## config.mk

```make
export PLATFORM = sky130hd
export DESIGN_NAME = sram_bridge
export DESIGN_NICKNAME = d
export VERILOG_FILES = /design/src/rtl/sram_bridge_pkg.sv /design/src/rtl/sram_pwrup_gate.sv /design/src/rtl/sram_phase_cnt.sv /design/src/rtl/sram_lane_mux.sv /design/src/rtl/sram_bridge.sv
export SDC_FILE = /design/constraint.sdc
export NUM_CORES = 1
export LEC_CHECK = 0
export ABC_AREA = 1
export ABC_CLOCK_PERIOD_IN_PS = 2300
export BUFFER_PORTS_ARGS = -buffer_cell sky130_fd_sc_hd__buf_4
export CORE_AREA = 2 2 85 87
export CTS_CLUSTER_DIAMETER = 200
export DETAILED_ROUTE_END_ITERATION = 8
export DIE_AREA = 0 0 87 89
export HOLD_SLACK_MARGIN = 0.1
export PLACE_DENSITY = 0.88
export SLEW_MARGIN = 20
export SYNTH_ARGS = -nofsm -noshare
export SYNTH_HDL_FRONTEND = slang
export SYNTH_SLANG_ARGS = --single-unit
```

## constraint.sdc

```tcl
create_clock -name clk_i -period 2.3 [get_ports clk_i]
set_input_delay 0.23 -clock clk_i [delete_from_list [all_inputs] [get_ports clk_i]]
set_output_delay 0.23 -clock clk_i [all_outputs]
set_load 0.05 [all_outputs]
```

## src/rtl/sram_bridge_pkg.sv

```systemverilog
package sram_bridge_pkg;

  typedef enum logic [1:0] {
    ST_IDLE,
    ST_RD,
    ST_WR,
    ST_WREC
  } seq_st_e;

  // ceil(ns / clk_ns), never below one cycle
  function automatic int unsigned ns2cyc(input int unsigned ns, input int unsigned clk_ns);
    int unsigned c;
    c = (ns + clk_ns - 1) / clk_ns;
    return (c < 1) ? 1 : c;
  endfunction

  function automatic int unsigned imax(input int unsigned a, input int unsigned b);
    return (a > b) ? a : b;
  endfunction

endpackage

```

## src/rtl/sram_pwrup_gate.sv

```systemverilog
module sram_pwrup_gate #(
  parameter int unsigned WAIT_CYC = 4
) (
  input  logic clk_i,
  input  logic rst_ni,
  output logic done_o
);
  localparam int unsigned CW = $clog2(WAIT_CYC + 1);

  logic [CW-1:0] cnt_q;
  logic          done_q;

  always_ff @(posedge clk_i or negedge rst_ni) begin
    if (!rst_ni) begin
      cnt_q  <= '0;
      done_q <= 1'b0;
    end else if (!done_q) begin
      cnt_q <= cnt_q + 1'b1;
      if (cnt_q == CW'(WAIT_CYC - 1)) done_q <= 1'b1;
    end
  end

  assign done_o = done_q;
endmodule

```

## src/rtl/sram_phase_cnt.sv

```systemverilog
module sram_phase_cnt #(
  parameter int unsigned W = 4
) (
  input  logic         clk_i,
  input  logic         rst_ni,
  input  logic         clr_i,
  output logic [W-1:0] cnt_o,
  output logic [W-1:0] cnt_nxt_o
);
  logic [W-1:0] cnt_q;

  assign cnt_nxt_o = clr_i ? '0 : cnt_q + 1'b1;

  always_ff @(posedge clk_i or negedge rst_ni) begin
    if (!rst_ni) cnt_q <= '0;
    else         cnt_q <= cnt_nxt_o;
  end

  assign cnt_o = cnt_q;
endmodule

```

## src/rtl/sram_lane_mux.sv

```systemverilog
module sram_lane_mux #(
  parameter int unsigned LANES  = 2,
  parameter int unsigned LANE_W = 8
) (
  input  logic [LANES-1:0]        en_i,
  input  logic [LANES*LANE_W-1:0] d_i,
  output logic [LANES*LANE_W-1:0] d_o
);
  for (genvar g = 0; g < LANES; g++) begin : g_lane
    assign d_o[g*LANE_W +: LANE_W] = en_i[g] ? d_i[g*LANE_W +: LANE_W] : '0;
  end
endmodule

```

## src/rtl/sram_bridge.sv

```systemverilog
module sram_bridge
  import sram_bridge_pkg::*;
#(
  parameter int unsigned ADDR_W    = 18,
  parameter int unsigned LANES     = 2,
  parameter int unsigned LANE_W    = 8,
  parameter int unsigned CLK_NS    = 5,
  parameter int unsigned PWRUP_NS  = 200000,
  parameter int unsigned T_RC_NS   = 45,
  parameter int unsigned T_AA_NS   = 45,
  parameter int unsigned T_DOE_NS  = 22,
  parameter int unsigned T_DBE_NS  = 22,
  parameter int unsigned T_WC_NS   = 45,
  parameter int unsigned T_PWE_NS  = 35,
  parameter int unsigned T_AW_NS   = 35,
  parameter int unsigned T_SD_NS   = 25,
  parameter int unsigned T_HZOE_NS = 18,
  parameter int unsigned T_HZWE_NS = 18
) (
  input  logic                     clk_i,
  input  logic                     rst_ni,
  input  logic                     req_i,
  input  logic                     we_i,
  input  logic [ADDR_W-1:0]        addr_i,
  input  logic [LANES-1:0]         be_i,
  input  logic [LANES*LANE_W-1:0]  wdata_i,
  output logic                     ready_o,
  output logic [LANES*LANE_W-1:0]  rdata_o,
  output logic [ADDR_W-1:0]        sram_addr_o,
  output logic                     sram_ce_n_o,
  output logic                     sram_we_n_o,
  output logic                     sram_oe_n_o,
  output logic [LANES-1:0]         sram_be_n_o,
  output logic [LANES*LANE_W-1:0]  sram_dq_o,
  output logic                     sram_dq_oe_o,
  input  logic [LANES*LANE_W-1:0]  sram_dq_i
);
  localparam int unsigned DATA_W = LANES * LANE_W;
  localparam int unsigned N_PU   = ns2cyc(PWRUP_NS, CLK_NS);
  localparam int unsigned N_RD   = imax(imax(ns2cyc(T_RC_NS, CLK_NS), ns2cyc(T_AA_NS, CLK_NS)),
                                        imax(ns2cyc(T_DOE_NS, CLK_NS), ns2cyc(T_DBE_NS, CLK_NS)));
  localparam int unsigned N_HZ   = imax(ns2cyc(T_HZOE_NS, CLK_NS), ns2cyc(T_HZWE_NS, CLK_NS));
  localparam int unsigned N_WP   = imax(imax(ns2cyc(T_PWE_NS, CLK_NS), ns2cyc(T_AW_NS, CLK_NS)),
                                        N_HZ + ns2cyc(T_SD_NS, CLK_NS));
  localparam int unsigned N_WC   = ns2cyc(T_WC_NS, CLK_NS);
  localparam int unsigned N_WREC = (N_WC > N_WP) ? (N_WC - N_WP) : 0;
  localparam int unsigned CNT_W  = $clog2(imax(imax(N_RD, N_WP), N_WREC) + 1);
  localparam logic [CNT_W-1:0] LAST_RD   = CNT_W'(N_RD - 1);
  localparam logic [CNT_W-1:0] LAST_WP   = CNT_W'(N_WP - 1);
  localparam logic [CNT_W-1:0] LAST_WREC = CNT_W'(imax(N_WREC, 1) - 1);
  localparam logic [CNT_W-1:0] DRV_FROM  = CNT_W'(N_HZ);

  seq_st_e            st_q, st_d;
  logic               pu_done;
  logic               cnt_clr;
  logic [CNT_W-1:0]   cnt_q, cnt_d;
  logic               take, fin;
  logic [ADDR_W-1:0]  addr_q, addr_d;
  logic [LANES-1:0]   mask_q, mask_d;
  logic [DATA_W-1:0]  wdata_q, wdata_d;
  logic [DATA_W-1:0]  rd_lanes;
  logic [DATA_W-1:0]  rdata_q;
  logic               ready_q;

  logic               ce_n_q, we_n_q, oe_n_q, dq_oe_q;
  logic [LANES-1:0]   be_n_q;
  logic [ADDR_W-1:0]  pin_addr_q;
  logic [DATA_W-1:0]  pin_dq_q;

  sram_pwrup_gate #(.WAIT_CYC(N_PU)) u_pwrup (
    .clk_i  (clk_i),
    .rst_ni (rst_ni),
    .done_o (pu_done)
  );

  sram_phase_cnt #(.W(CNT_W)) u_cnt (
    .clk_i     (clk_i),
    .rst_ni    (rst_ni),
    .clr_i     (cnt_clr),
    .cnt_o     (cnt_q),
    .cnt_nxt_o (cnt_d)
  );

  sram_lane_mux #(.LANES(LANES), .LANE_W(LANE_W)) u_rmux (
    .en_i (mask_q),
    .d_i  (sram_dq_i),
    .d_o  (rd_lanes)
  );

  always_comb begin
    st_d = st_q;
    take = 1'b0;
    fin  = 1'b0;
    unique case (st_q)
      ST_IDLE: if (pu_done && req_i) begin
        st_d = we_i ? ST_WR : ST_RD;
        take = 1'b1;
      end
      ST_RD: if (cnt_q == LAST_RD) begin
        st_d = ST_IDLE;
        fin  = 1'b1;
      end
      ST_WR: if (cnt_q == LAST_WP) begin
        if (N_WREC == 0) begin
          st_d = ST_IDLE;
          fin  = 1'b1;
        end else begin
          st_d = ST_WREC;
        end
      end
      ST_WREC: if (cnt_q == LAST_WREC) begin
        st_d = ST_IDLE;
        fin  = 1'b1;
      end
      default: st_d = ST_IDLE;
    endcase
  end

  assign cnt_clr = (st_d != st_q) || (st_q == ST_IDLE);
  assign addr_d  = take ? addr_i  : addr_q;
  assign mask_d  = take ? be_i    : mask_q;
  assign wdata_d = take ? wdata_i : wdata_q;

  always_ff @(posedge clk_i or negedge rst_ni) begin
    if (!rst_ni) begin
      st_q    <= ST_IDLE;
      addr_q  <= '0;
      mask_q  <= '0;
      wdata_q <= '0;
      rdata_q <= '0;
      ready_q <= 1'b0;
    end else begin
      st_q    <= st_d;
      addr_q  <= addr_d;
      mask_q  <= mask_d;
      wdata_q <= wdata_d;
      ready_q <= fin;
      if (st_q == ST_RD && cnt_q == LAST_RD) rdata_q <= rd_lanes;
    end
  end

  // pins registered from next state so no decode glitch reaches the memory
  always_ff @(posedge clk_i or negedge rst_ni) begin
    if (!rst_ni) begin
      ce_n_q     <= 1'b1;
      we_n_q     <= 1'b1;
      oe_n_q     <= 1'b1;
      be_n_q     <= '1;
      dq_oe_q    <= 1'b0;
      pin_addr_q <= '0;
      pin_dq_q   <= '0;
    end else begin
      ce_n_q     <= (st_d == ST_IDLE);
      we_n_q     <= (st_d != ST_WR);
      oe_n_q     <= (st_d != ST_RD);
      be_n_q     <= (st_d == ST_IDLE) ? '1 : ~mask_d;
      dq_oe_q    <= (st_d == ST_WR) && (cnt_d >= DRV_FROM);
      pin_addr_q <= addr_d;
      pin_dq_q   <= wdata_d;
    end
  end

  assign ready_o      = ready_q;
  assign rdata_o      = rdata_q;
  assign sram_addr_o  = pin_addr_q;
  assign sram_ce_n_o  = ce_n_q;
  assign sram_we_n_o  = we_n_q;
  assign sram_oe_n_o  = oe_n_q;
  assign sram_be_n_o  = be_n_q;
  assign sram_dq_o    = pin_dq_q;
  assign sram_dq_oe_o = dq_oe_q;
endmodule

```

# [Yosys cells after proc, flatten, opt, wreduce, memory -nomap -nowiden]
# Index checks and enable logic that the tools add are counted.
[totals] reg_bits=82 output_inout_bits=57 wordCells=52
[op_classes] add_sub_neg=2 magnitude_cmp=1 n_eq_ne=9 muxes=17 bitwise_logic=1 n_reduce_logical=8
[op_table] cell="$add 16x1->16 const B" count=1
[op_table] cell="$eq 16x16->1 const B" count=1
[op_table] cell="$mux 8" count=2
[op_table] cell="$mux 2" count=6
[op_table] cell="$eq 2x2->1 const B" count=3
[op_table] cell="$mux 1" count=6
[op_table] cell="$pmux 2 s3" count=1
[op_table] cell="$add 4x1->4 const B" count=1
[op_table] cell="$eq 4x4->1 const B" count=1
[op_table] cell="$ge 4x3->1 const B" count=1
[op_table] cell="$logic_not 2->1" count=2
[op_table] cell="$logic_not 4->1" count=1
[op_table] cell="$mux 4" count=1
[op_table] cell="$logic_and 1x1->1" count=3
[op_table] cell="$eq 2x1->1 const B" count=1
[op_table] cell="$ne 2x1->1 const B" count=1
[op_table] cell="$ne 2x2->1" count=1
[op_table] cell="$ne 2x2->1 const B" count=1
[op_table] cell="$not 2->2" count=1
[op_table] cell="$pmux 1 s2" count=1
[op_table] cell="$reduce_or 2->1" count=1
[op_table] cell="$logic_or 1x1->1" count=1

# [Depth between registers and ports, before layout]
# Gate-level depths: netlist of run 1.
[logic_depth] ltp_word=8 mapped_depth=12 mapped_depth_nobuf=12

# [Hierarchy]
# Synthesis of run 1 repeated with hierarchy kept, for this count alone.
[unflattened] hier_cells=371 hier_area_um2=3875.0
[modules_own_cells] module="sram_bridge" instances=1 cells_each=209 area_each_um2=2670.1 seq_area_each_um2=1532.7
[modules_own_cells] module="sram_pwrup_gate" instances=1 cells_each=111 area_each_um2=908.4 seq_area_each_um2=425.4
[modules_own_cells] module="sram_phase_cnt" instances=1 cells_each=17 area_each_um2=166.4 seq_area_each_um2=100.1
[modules_own_cells] module="sram_lane_mux" instances=1 cells_each=34 area_each_um2=130.1 seq_area_each_um2=0.0

# [Least setup slack after synthesis of run 1]
# No wires, ideal clock.
[synth_path] kind="reg-to-reg" startpoint="register st_q[0]" endpoint="register pin_addr_q[0] (netlist: sram_addr_o[0])" arrival_ns=1.385 slack_ns=0.790 path_stages_with_launch=6 n_path_buf=1 path_cell_list="dfrtp_1 -> inv_1 -> ha_1 -> nand2_8 -> buf_8 -> mux2_4"
[synth_between] elab_chain_cells=2
[synth_rtl] item="from (decl)" line="sram_bridge.sv:53" rtl="seq_st_e st_q, st_d;"
[synth_rtl] item="from (signal assigned)" line="sram_bridge.sv:133" rtl="st_q <= st_d;"
[synth_rtl] item="$logic_not 2->1" line="sram_bridge.sv:94" rtl="unique case (st_q)"
[synth_rtl] item="$mux 1" line="sram_bridge.sv:94"
[synth_rtl] item="to (signal assigned)" line="sram_bridge.sv:158" rtl="pin_addr_q <= addr_d;"
[synth_rtl] item="to (decl)" line="sram_bridge.sv:67" rtl="logic [ADDR_W-1:0] pin_addr_q;"
# Every way passes these cells.
# A chain may end at the register's enable or synchronous reset.

# [Worst setup path after layout of run 1]
[layout_path] startpoint="register u_cnt.cnt_q[0] (netlist: u_cnt.cnt_o[0])" endpoint="register rdata_q[3] (netlist: rdata_o[3])"
[layout_between] elab_chain_cells=2
[layout_rtl] item="from (decl)" line="sram_phase_cnt.sv:10" rtl="logic [W-1:0] cnt_q;"
[layout_rtl] item="from (signal assigned)" line="sram_phase_cnt.sv:16" rtl="else cnt_q <= cnt_nxt_o;"
[layout_rtl] item="$eq 4x4->1" line="sram_bridge.sv:138" rtl="if (st_q == ST_RD && cnt_q == LAST_RD) rdata_q <= rd_lanes;"
[layout_rtl] item="$logic_and 1x1->1" line="sram_bridge.sv:138"
[layout_rtl] item="to (signal assigned)" line="sram_bridge.sv:138"
[layout_rtl] item="to (decl)" line="sram_bridge.sv:62" rtl="logic [DATA_W-1:0] rdata_q;"
# Every way passes these cells.

==> results.json, run 1 <==
{
  "status": "completed",
  "dr.pass1.iters": 5,
  "critical_path.max_stage_delay_ns": 0.42,
  "whs_ns": 0.118,
  "cts_tree": "yes",
  "p_comb_frac": 0.062,
  "num_antenna_cells": 0,
  "routed_wl_um": 10600,
  "grt_first_pass_wirelength_um": 15300,
  "yosys_warnings": 0,
  "hp-class": "primary input to register",
  "setup_tns_ns": 0,
  "worst_pin_slew_ns": 0.742,
  "num_vias": 2950,
  "rsz0062_at_grt": "no",
  "place_ws_ns": 0.519,
  "period_needed_ns": 1.84,
  "p_sw_mw": 0.611,
  "cp.arrival_ns": 2.14,
  "sw_frac_of_total": 0.227,
  "yosys.cell_count.top_type": "dfrtp_1",
  "power_density_nw_per_um2": 521,
  "reg2reg_slack_ns": 0.46,
  "clkTransAtPathRegs_ns": 0.09,
  "max-cap-violations": 0,
  "coreArea_um2": 6720,
  "required_ns": 2.59,
  "ys_seq_elements": 82,
  "cts-resized-gates": 0,
  "synth_largest_area_cell": "dfrtp_1",
  "ir_drop_mv": 0.614,
  "fin_skew_ns": 0.0148,
  "root_buffer": "clkbuf_8",
  "die_h_um": 89,
  "cp-start-kind": "register",
  "io_buffers": 112,
  "crit_path_cell_trace": "inv_1 -> ha_1 -> nand3_2 -> nor2_2 -> buf_4 -> nand3_1 -> nand2_1",
  "ioPinCount": 113,
  "initial_utilization": 0.548,
  "die_w_um": 87,
  "grt_pass1_vias": 3032,
  "syn_nets": 378,
  "pwr-share-seq": 0.534,
  "worst_path_dominant_cell_family": "simple AND/OR/NAND/NOR gates",
  "avgViaCountPerCell": 5.29,
  "syn_to_final_growth_pct": 40.7,
  "cp_num_buf_inv": 2,
  "rows": 30,
  "cts_max_path_buffers": 2,
  "synthTopCellsByArea": "dfrtp_1 (52%), mux2_4 (12%), nand2_1 (5.0%)",
  "slowest_stage": "dfrtp_1",
  "avgSynthCellArea_um2": 11.6,
  "p_int_mw": 2.08,
  "synth_top_flop_cell": "dfrtp_1",
  "cp-end-kind": "register",
  "p_leak_nw": 2.60,
  "gp_congestion": 0.880,
  "finalCritPeriodShare": 0.801,
  "numCtsBuffers": 9,
  "r2r_cells": 7,
  "post_dp_cell_area_um2": 4550,
  "wire_per_inst_um": 19.1,
  "num-nets-final": 535,
  "setup_violations": 0,
  "hold_end": "mask_q[1]",
  "overflow": 0,
  "timing.final.max_slew_violations": 0,
  "fmax_mhz": 543,
  "synth_edf_count": 0,
  "antenna_found_initial": 0,
  "seq_area_frac_synth": 0.559,
  "async_reset_ff_frac": 1.00,
  "synth_cells": 316,
  "hp-start": "be_i[1]",
  "design_area_um2": 5180,
  "layout-drive-gt1-share": 0.406,
  "finalHoldViolCount": 0,
  "globalRouteTotalUtil": 0.264,
  "utilization": 0.771,
  "dp_hpwl_um": 6010,
  "drt_iter0_drc": 201,
  "crit_type": "register to register",
  "clock-sinks": 82,
  "dieArea_um2": 7740,
  "netlist_area_um2": 3680,
  "drc_errors": 0,
  "ant_nets": 0,
  "relSlewSlack": 0.506,
  "r2r_start": "u_cnt.cnt_o[0]",
  "cp_max_fo": 19,
  "setup_ws_ns": 0.458,
  "clkPwrFrac": 0.404,
  "synth_cell_types": 35,
  "clk_latency_ns": 0.37,
  "holdPathStages": 2,
  "htreeDepth": 3,
  "yosys-top-cells-count": "dfrtp_1 (77), nand2_1 (49), mux2_4 (30), inv_1 (27), nand3_1 (23)",
  "r2r-end": "rdata_o[3]",
  "grt_max_degree": 83,
  "synth_top_area_share": 0.524
}
-- per-layer routing --
layer  vias up  wire length (µm)  share of wire  GRT usage
li1       1347                 -              -          -
met1      1468              3770           0.35      0.290
met2       105              5950           0.56      0.466
met3        30               552          0.052     0.0849
met4         0               362          0.034      0.126
met5         -                 0              0          0
-- worst reg2reg max path, cell delays in order (launching register included) --
cell and delay, ns:
dfrtp_1 0.42, inv_1 0.07, ha_1 0.21, nand3_2 0.31, nor2_2 0.34, buf_4 0.23, nand3_1 0.10, nand2_1 0.09
-- through the flow --
stage,power (mW),std cells
after floorplan,1.47,316
after global placement,1.57,500
after detailed placement,1.57,500
after CTS,2.68,551
after global routing,2.79,558
final,2.70,558
-- worst max-delay path by stage --
stage                   start        endpoint  slack, ns  depth (start not counted)
6_report       u_cnt.cnt_o[0]      rdata_o[3]       0.46                          7
5_1_grt        u_cnt.cnt_o[0]      rdata_o[2]       0.28                          7
4_1_cts        u_cnt.cnt_o[0]     rdata_o[10]       0.50                          7
3_5_place_dp   u_cnt.cnt_o[0]     rdata_o[10]       0.52                          7
3_3_place_gp          st_q[0]       mask_q[1]       0.59                          4
2_1_floorplan         st_q[0]  sram_addr_o[0]       0.79                          5
-- registers in the layout (all words and copies together), names as in the netlist, 2 cells and up --
register	count
st_q	2
sram_dq_o	16
rdata_o	16
sram_addr_o	18
u_pwrup.cnt_q	16
sram_be_n_o	2
mask_q	2
u_cnt.cnt_o	4
-- power groups by stage --
stage	clock network (mW)	logic, mW	registers [mW]
finish	1.09	0.167	1.44
global route	1.17	0.179	1.44
CTS	1.09	0.153	1.44
detailed placement	0	0.104	1.47
global placement	0	0.102	1.47
floorplan	0	0.00201	1.47
-- cell type report --
class / count / area [µm²]
Clock inverter: 5 / 63.8
Inverter: 31 / 119
Clock buffer: 11 / 141
Multi-Input combinational cell: 194 / 1420
Tap cell: 80 / 100
Timing Repair Buffer: 155 / 1270
Sequential cell: 82 / 2060
Fill cell: 406 / 1540
-- timing repair --
action / 4_1_cts / 5_1_grt
hold endpoints to repair: 111 / 7
buffers inserted: 0 / 0
hold buffers: 35 / 7
-- cell usage in the layout (no fill, tap or decap), drive strengths merged, types with 2 or more instances in the layout --
master         n
a21oi          3
buf          113
clkbuf        11
clkinv         3
dfrtp         77
dfstp          5
dlygate4sd3   42
ha             6
inv           31
mux2          36
nand2         57
nand3         25
nand4          4
nor2          16
nor3           7
o211ai         2
o21ai         23
xnor2          3
xor2          10
-- cell families after synthesis --
group,synth area share
and+or+nand+nor,0.151
DFF,0.559
buffers and inverters,0.0537
muxes,0.141
AOI/OAI and AO/OA,0.0435
xor gates and xnor gates,0.0309
adders and majority gates,0.0204
Power figures use the tool's default switching activity.
==> run 2: changes to the inputs <==
--- a/config.mk
+++ b/config.mk
@@ -5,15 +5,15 @@
 export SDC_FILE = /design/constraint.sdc
 export NUM_CORES = 1
 export LEC_CHECK = 0
-export ABC_AREA = 1
-export ABC_CLOCK_PERIOD_IN_PS = 2300
+export ABC_AREA = 0
+export ABC_CLOCK_PERIOD_IN_PS = 1900
 export BUFFER_PORTS_ARGS = -buffer_cell sky130_fd_sc_hd__buf_4
-export CORE_AREA = 2 2 85 87
+export CORE_AREA = 2 2 87 89
 export CTS_CLUSTER_DIAMETER = 200
 export DETAILED_ROUTE_END_ITERATION = 8
-export DIE_AREA = 0 0 87 89
+export DIE_AREA = 0 0 89 91
 export HOLD_SLACK_MARGIN = 0.1
-export PLACE_DENSITY = 0.88
+export PLACE_DENSITY = 0.81
 export SLEW_MARGIN = 20
 export SYNTH_ARGS = -nofsm -noshare
 export SYNTH_HDL_FRONTEND = slang
==> constraint.sdc (replaced) <==
create_clock -name clk_i -period 1.9 [get_ports clk_i]
set_input_delay 0.19 -clock clk_i [delete_from_list [all_inputs] [get_ports clk_i]]
set_output_delay 0.19 -clock clk_i [all_outputs]
set_load 0.05 [all_outputs]
==> run 2 against run 1 <==
  * Utilization is 6.1 points lower
  * Register-to-register slack worse by 0.36 ns
  * Combinational power is 28% higher
  * Worst hold slack better by 0.0040 ns
  * Count of clock-buffer cells in the layout is 2 higher
  * Critical endpoint is now sram_dq_oe_o
==> results.json, run 2 <==
{
  "status": "completed",
  "layout-drive-gt1-share": 0.397,
  "post_cts_buffers": 0,
  "num_antenna_cells": 0,
  "netlist_area_um2": 3450,
  "dp_hpwl_um": 5280,
  "numCtsBuffers": 9,
  "coreArea_um2": 7140,
  "syn_nets": 341,
  "drt_iter0_drc": 98,
  "largest_reg_flops": 18,
  "slowest_stage": "dfrtp_1",
  "cts_tree": "yes",
  "synth_top_area_share": 0.559,
  "power_density_nw_per_um2": 606,
  "grt_first_pass_wirelength_um": 13600,
  "die_w_um": 89,
  "p_leak_nw": 2.58,
  "fmax_mhz": 556,
  "yosys_warnings": 0,
  "grt_max_degree": 46,
  "hp-class": "primary input to register",
  "wire_per_inst_um": 15.7,
  "num_vias": 2721,
  "synthTopCellsByArea": "dfrtp_1 (56%), mux2_2 (12%), nand2_1 (4.4%)",
  "synth_cell_types": 40,
  "initial_utilization": 0.483,
  "rsz0062_at_grt": "no",
  "cts_max_path_buffers": 2,
  "grt_pass1_vias": 2868,
  "crit_type": "register to register",
  "rows": 31,
  "max-cap-violations": 0,
  "setup_tns_ns": 0,
  "clock-sinks": 82,
  "overflow": 0,
  "period_needed_ns": 1.80,
  "syn_to_final_growth_pct": 46.9,
  "cp_max_fo": 5,
  "gp_congestion": 0.759,
  "ir_drop_mv": 0.363,
  "finalCritPeriodShare": 0.946,
  "htreeDepth": 3,
  "yosys.cell_count.top_type": "dfrtp_1",
  "crit_path_cell_trace": "inv_1 -> ha_1 -> nor4b_4 -> nor4_2 -> a211oi_1 -> nor3_1",
  "num-nets-final": 505,
  "worst_pin_slew_ns": 0.551,
  "synth_edf_count": 0,
  "critical_path.max_stage_delay_ns": 0.41,
  "utilization": 0.709,
  "clkTransAtPathRegs_ns": 0.07,
  "globalRouteTotalUtil": 0.224,
  "cp-start-kind": "register",
  "routed_wl_um": 8600,
  "cts-resized-gates": 0,
  "seq_area_frac_synth": 0.597,
  "dieArea_um2": 8100,
  "cts_hold_buf": 49,
  "ant_nets": 0,
  "required_ns": 2.13,
  "cp.arrival_ns": 2.02,
  "root_buffer": "clkbuf_8",
  "yosys-top-cells-count": "dfrtp_1 (77), nand2_1 (40), mux2_2 (37), o21ai_0 (18), nor2_1 (12)",
  "dr.pass1.iters": 4,
  "most-common-layout-cells": "buf_4 (115), dfrtp_1 (77), dlygate4sd3_1 (49)",
  "drc_errors": 0,
  "clk_latency_ns": 0.36,
  "io_buffers": 112,
  "ioPinCount": 113,
  "layout_commonest_cell": "buf_4",
  "ys_seq_elements": 82,
  "cp-end-kind": "register",
  "avgSynthCellArea_um2": 12.4,
  "synth_top_flop_cell": "dfrtp_1",
  "synth_cells": 279,
  "relSlewSlack": 0.633,
  "finalHoldViolCount": 0,
  "fin_skew_ns": 0.0195,
  "antenna_found_initial": 0,
  "timing.final.max_slew_violations": 0,
  "synth_largest_area_cell": "dfrtp_1",
  "die_h_um": 91,
  "setup_violations": 0,
  "avgViaCountPerCell": 4.97,
  "async_reset_ff_frac": 1.00
}
==> run 2: cell types whose count changed after synthesis, moves of 8 or more <==
cell     before  now
mux2_4       30    0
nand3_1      23   11
nand2_1      49   40
xnor2_1       3   11
inv_1        27    8
mux2_2        6   37
==> run 2: worst paths after layout <==
check                                        from                end  slack (ns)  cells after the start
worst max register to register            st_q[0]       sram_dq_oe_o        0.10                      6
worst min register to register  u_pwrup.cnt_q[12]  u_pwrup.cnt_q[12]        0.48                      1
max in group asynchronous                  rst_ni        sram_oe_n_o        0.91                      3
worst min-delay path                 sram_dq_i[6]         rdata_o[6]        0.12                      3
worst max-delay path                      st_q[0]       sram_dq_oe_o        0.10                      6
min in group asynchronous                  rst_ni      sram_dq_o[14]        0.36                      2
==> run 2: per-layer routing <==
| layer | GRT usage | up-vias | part of all wire | routed length (µm) |
|---|---|---|---|---|
| li1 | - | 1266 | - | - |
| met1 | 0.241 | 1335 | 0.37 | 3180 |
| met2 | 0.402 | 94 | 0.55 | 4710 |
| met3 | 0.0436 | 26 | 0.044 | 380 |
| met4 | 0.117 | 0 | 0.038 | 323 |
| met5 | 0 | - | 0 | 0 |
==> run 2: logic make-up after synthesis <==
family | synth area share
AOI/OAI and AO/OA | 0.0465
buffers and inverters | 0.0359
adders and majority gates | 0.0218
muxes | 0.130
and+or+nand+nor | 0.126
xor gates and xnor gates | 0.0432
DFF | 0.597
==> run 2: final cells by class <==
type | count | area [µm²]
repair buffers | 167 | 1410
multi-input cells | 175 | 1270
inverters | 8 | 30.0
clock buffers | 13 | 149
well taps | 99 | 124
clock inverters | 3 | 18.8
fillers | 506 | 2070
flip-flops and latches | 82 | 2060
==> run 2: critical path, delay by kind of cell, from the launching register on <==
kind / cells / cell delay [ns]
AO/OA/AOI/OAI: 1 / 0.34
adder cells (fa/ha/maj): 1 / 0.38
buffers and inverters: 1 / 0.10
flip-flops: 1 / 0.41
AND/OR/NAND/NOR: 3 / 0.45
==> run 2: through the flow <==
step	total power [mW]	hold WS (ns)	area, µm²	std cells	setup slack (ns)
final	3.07	0.122	5060	547	0.102
after floorplan	1.78	-0.106	3450	279	0.241
after CTS	3.10	0.101	5060	547	0.101
after detailed placement	1.91	0.227	4400	482	0.112
after global routing	3.20	0.119	5060	547	0.0169
after global placement	1.91	0.219	4400	482	0.198
==> run 2: power by group <==
group / internal (mW) / switching [mW] / leakage (nW)
combinational: 0.142 / 0.0705 / 1.46
clock: 0.510 / 0.602 / 0.0874
sequential: 1.74 / 0 / 1.03
total: 2.40 / 0.673 / 2.58
==> run 3: changes to the inputs <==
--- a/config.mk
+++ b/config.mk
@@ -12,6 +12,7 @@
 export CTS_CLUSTER_DIAMETER = 200
 export DETAILED_ROUTE_END_ITERATION = 8
 export DIE_AREA = 0 0 89 91
+export GPL_TIMING_DRIVEN = 0
 export HOLD_SLACK_MARGIN = 0.1
 export PLACE_DENSITY = 0.81
 export SLEW_MARGIN = 20
==> run 3 against run 2 <==
  * Fmax shrank 2.9%
  * Worst hold slack lost 0.024 ns
  * Register-to-register slack lost 0.05 ns
  * Flip-flop and latch count is the same
  * Highest routed layer unchanged
  * Setup slack lost 0.053 ns
  * First-iteration DRC count grew 30%
  * Utilization grew 0.16 points
  * Final area grew 0.22%
==> results.json, run 3 (synthesis results as in run 2) <==
{
  "status": "completed",
  "overflow": 0,
  "register_area_um2": 2060,
  "multi_input_area_um2": 1260,
  "hp-start": "sram_dq_i[12]",
  "finalHoldViolCount": 0,
  "finalCritPeriodShare": 0.974,
  "routed_wl_um": 8730,
  "placedCellCount": 490,
  "p_int_mw": 2.47,
  "cp-start-kind": "register",
  "cp_max_fo": 5,
  "layout_commonest_cell": "buf_4",
  "drc_errors": 0,
  "grt_max_degree": 83,
  "syn_to_final_growth_pct": 47.2,
  "coreArea_um2": 7140,
  "worst_pin_slew_ns": 0.705,
  "most-common-layout-cells": "buf_4 (119), dfrtp_1 (77), dlygate4sd3_1 (42)",
  "p_comb_frac": 0.061,
  "num-nets-final": 513,
  "htreeDepth": 3,
  "layout-drive-gt1-share": 0.415,
  "dr.pass1.iters": 4,
  "dieArea_um2": 8100,
  "io_buffers": 112,
  "power.total_mw": 3.16,
  "holdPathStages": 3,
  "globalRouteTotalUtil": 0.222,
  "r2r-end": "sram_dq_oe_o",
  "hold_end": "rdata_o[12]",
  "root_buffer": "clkbuf_8",
  "pwr-share-seq": 0.552,
  "cp.arrival_ns": 2.07,
  "clk_latency_ns": 0.35,
  "max-cap-violations": 0,
  "numCtsBuffers": 9,
  "gp_congestion": 0.753,
  "ioPinCount": 113,
  "cts_max_path_buffers": 2,
  "power_density_nw_per_um2": 623,
  "grt_first_pass_wirelength_um": 13500,
  "die_h_um": 91,
  "fill_cells": 513,
  "clkTransAtPathRegs_ns": 0.08,
  "drt_iter0_drc": 127,
  "antenna_found_initial": 0,
  "sw_frac_of_total": 0.220,
  "fmax_mhz": 540,
  "r2r_cells": 6,
  "timing.final.max_slew_violations": 0,
  "setup_violations": 0,
  "ant_nets": 0,
  "fin_cells": 554,
  "dp_hpwl_um": 5370,
  "avgViaCountPerCell": 4.89,
  "ir_drop_mv": 0.421,
  "clock-sinks": 82,
  "period_needed_ns": 1.85,
  "die_w_um": 89,
  "relSlewSlack": 0.530,
  "wire_per_inst_um": 15.8,
  "crit_type": "register to register",
  "rows": 31,
  "cts_tree": "yes",
  "hp-class": "primary input to register",
  "reg2reg_slack_ns": 0.05,
  "cp-end-kind": "register",
  "required_ns": 2.12,
  "initial_utilization": 0.483,
  "num_antenna_cells": 0,
  "clkPwrFrac": 0.387,
  "num_vias": 2708,
  "p_sw_mw": 0.696,
  "r2r_start": "st_q[0]",
  "p_leak_nw": 2.61,
  "grt_pass1_vias": 2730,
  "fin_skew_ns": 0.0128,
  "largest_reg_flops": 18
}
## run 3: worst max-delay path: stages, from the launching register on
cell and delay (ns):
dfrtp_1 0.40, inv_1 0.11, ha_1 0.38, nor4b_4 0.27, nor4_2 0.09, a211oi_1 0.37, nor3_1 0.09
## run 3: how the worst max path moves through the flow
| stage | start | endpoint | slack, ns | cells after the start |
|---|---|---|---|---|
| 2_1_floorplan | st_q[0] | sram_addr_o[0] | 0.24 | 7 |
| 3_3_place_gp | st_q[0] | sram_dq_oe_o | 0.04 | 6 |
| 3_5_place_dp | st_q[0] | sram_dq_oe_o | 0.03 | 6 |
| 4_1_cts | st_q[0] | sram_dq_oe_o | 0.02 | 6 |
| 5_1_grt | st_q[0] | sram_dq_oe_o | -0.02 | 6 |
| 6_report | st_q[0] | sram_dq_oe_o | 0.05 | 6 |
## run 3: area by class of cell
cell class              instances  share of cell area
flip-flops and latches         82               0.406
inverters                       8             0.00592
plain buffers                  14              0.0192
repair buffers                161               0.260
multi-input cells             175               0.249
clock inverters                 6              0.0116
clock buffers                   9              0.0244
well taps                      99              0.0244
## run 3: per-stage QoR
step	setup TNS, ns	utilization	setup WS (ns)	hold slack [ns]	area, µm²
2_1_floorplan	0	-	0.241	-0.106	3450
6_report	0	0.711	0.0489	0.0982	5070
3_3_place_gp	0	0.618	0.0425	0.421	4410
4_1_cts	0	0.702	0.0217	0.102	5010
5_1_grt	-0.0194	0.711	-0.0194	0.108	5070
3_5_place_dp	0	0.618	0.0316	0.421	4410
## run 3: what timing repair did
| item | 4_1_cts | 5_1_grt |
|---|---|---|
| setup buffers | 0 | 7 |
| hold endpoints to repair | 118 | 0 |
| gates resized for setup | 0 | 1 |
| hold buffers | 42 | 0 |
| endpoints found under the setup margin | 0 | 34 |
## run 3: layer usage
metal / share of wire / up-vias / track usage
li1: - / 1287 / -
met1: 0.38 / 1328 / 0.258
met3: 0.031 / 17 / 0.0336
met4: 0.025 / 0 / 0.0920
met5: 0 / - / 0
met2: 0.56 / 76 / 0.400
## run 3: power by group through the flow
stage	combinational, mW	sequential (mW)	clock, mW
2_1_floorplan	0.00133	1.78	0
3_3_place_gp	0.120	1.78	0
3_5_place_dp	0.122	1.78	0
4_1_cts	0.194	1.74	1.21
5_1_grt	0.211	1.74	1.32
6_report	0.194	1.74	1.22
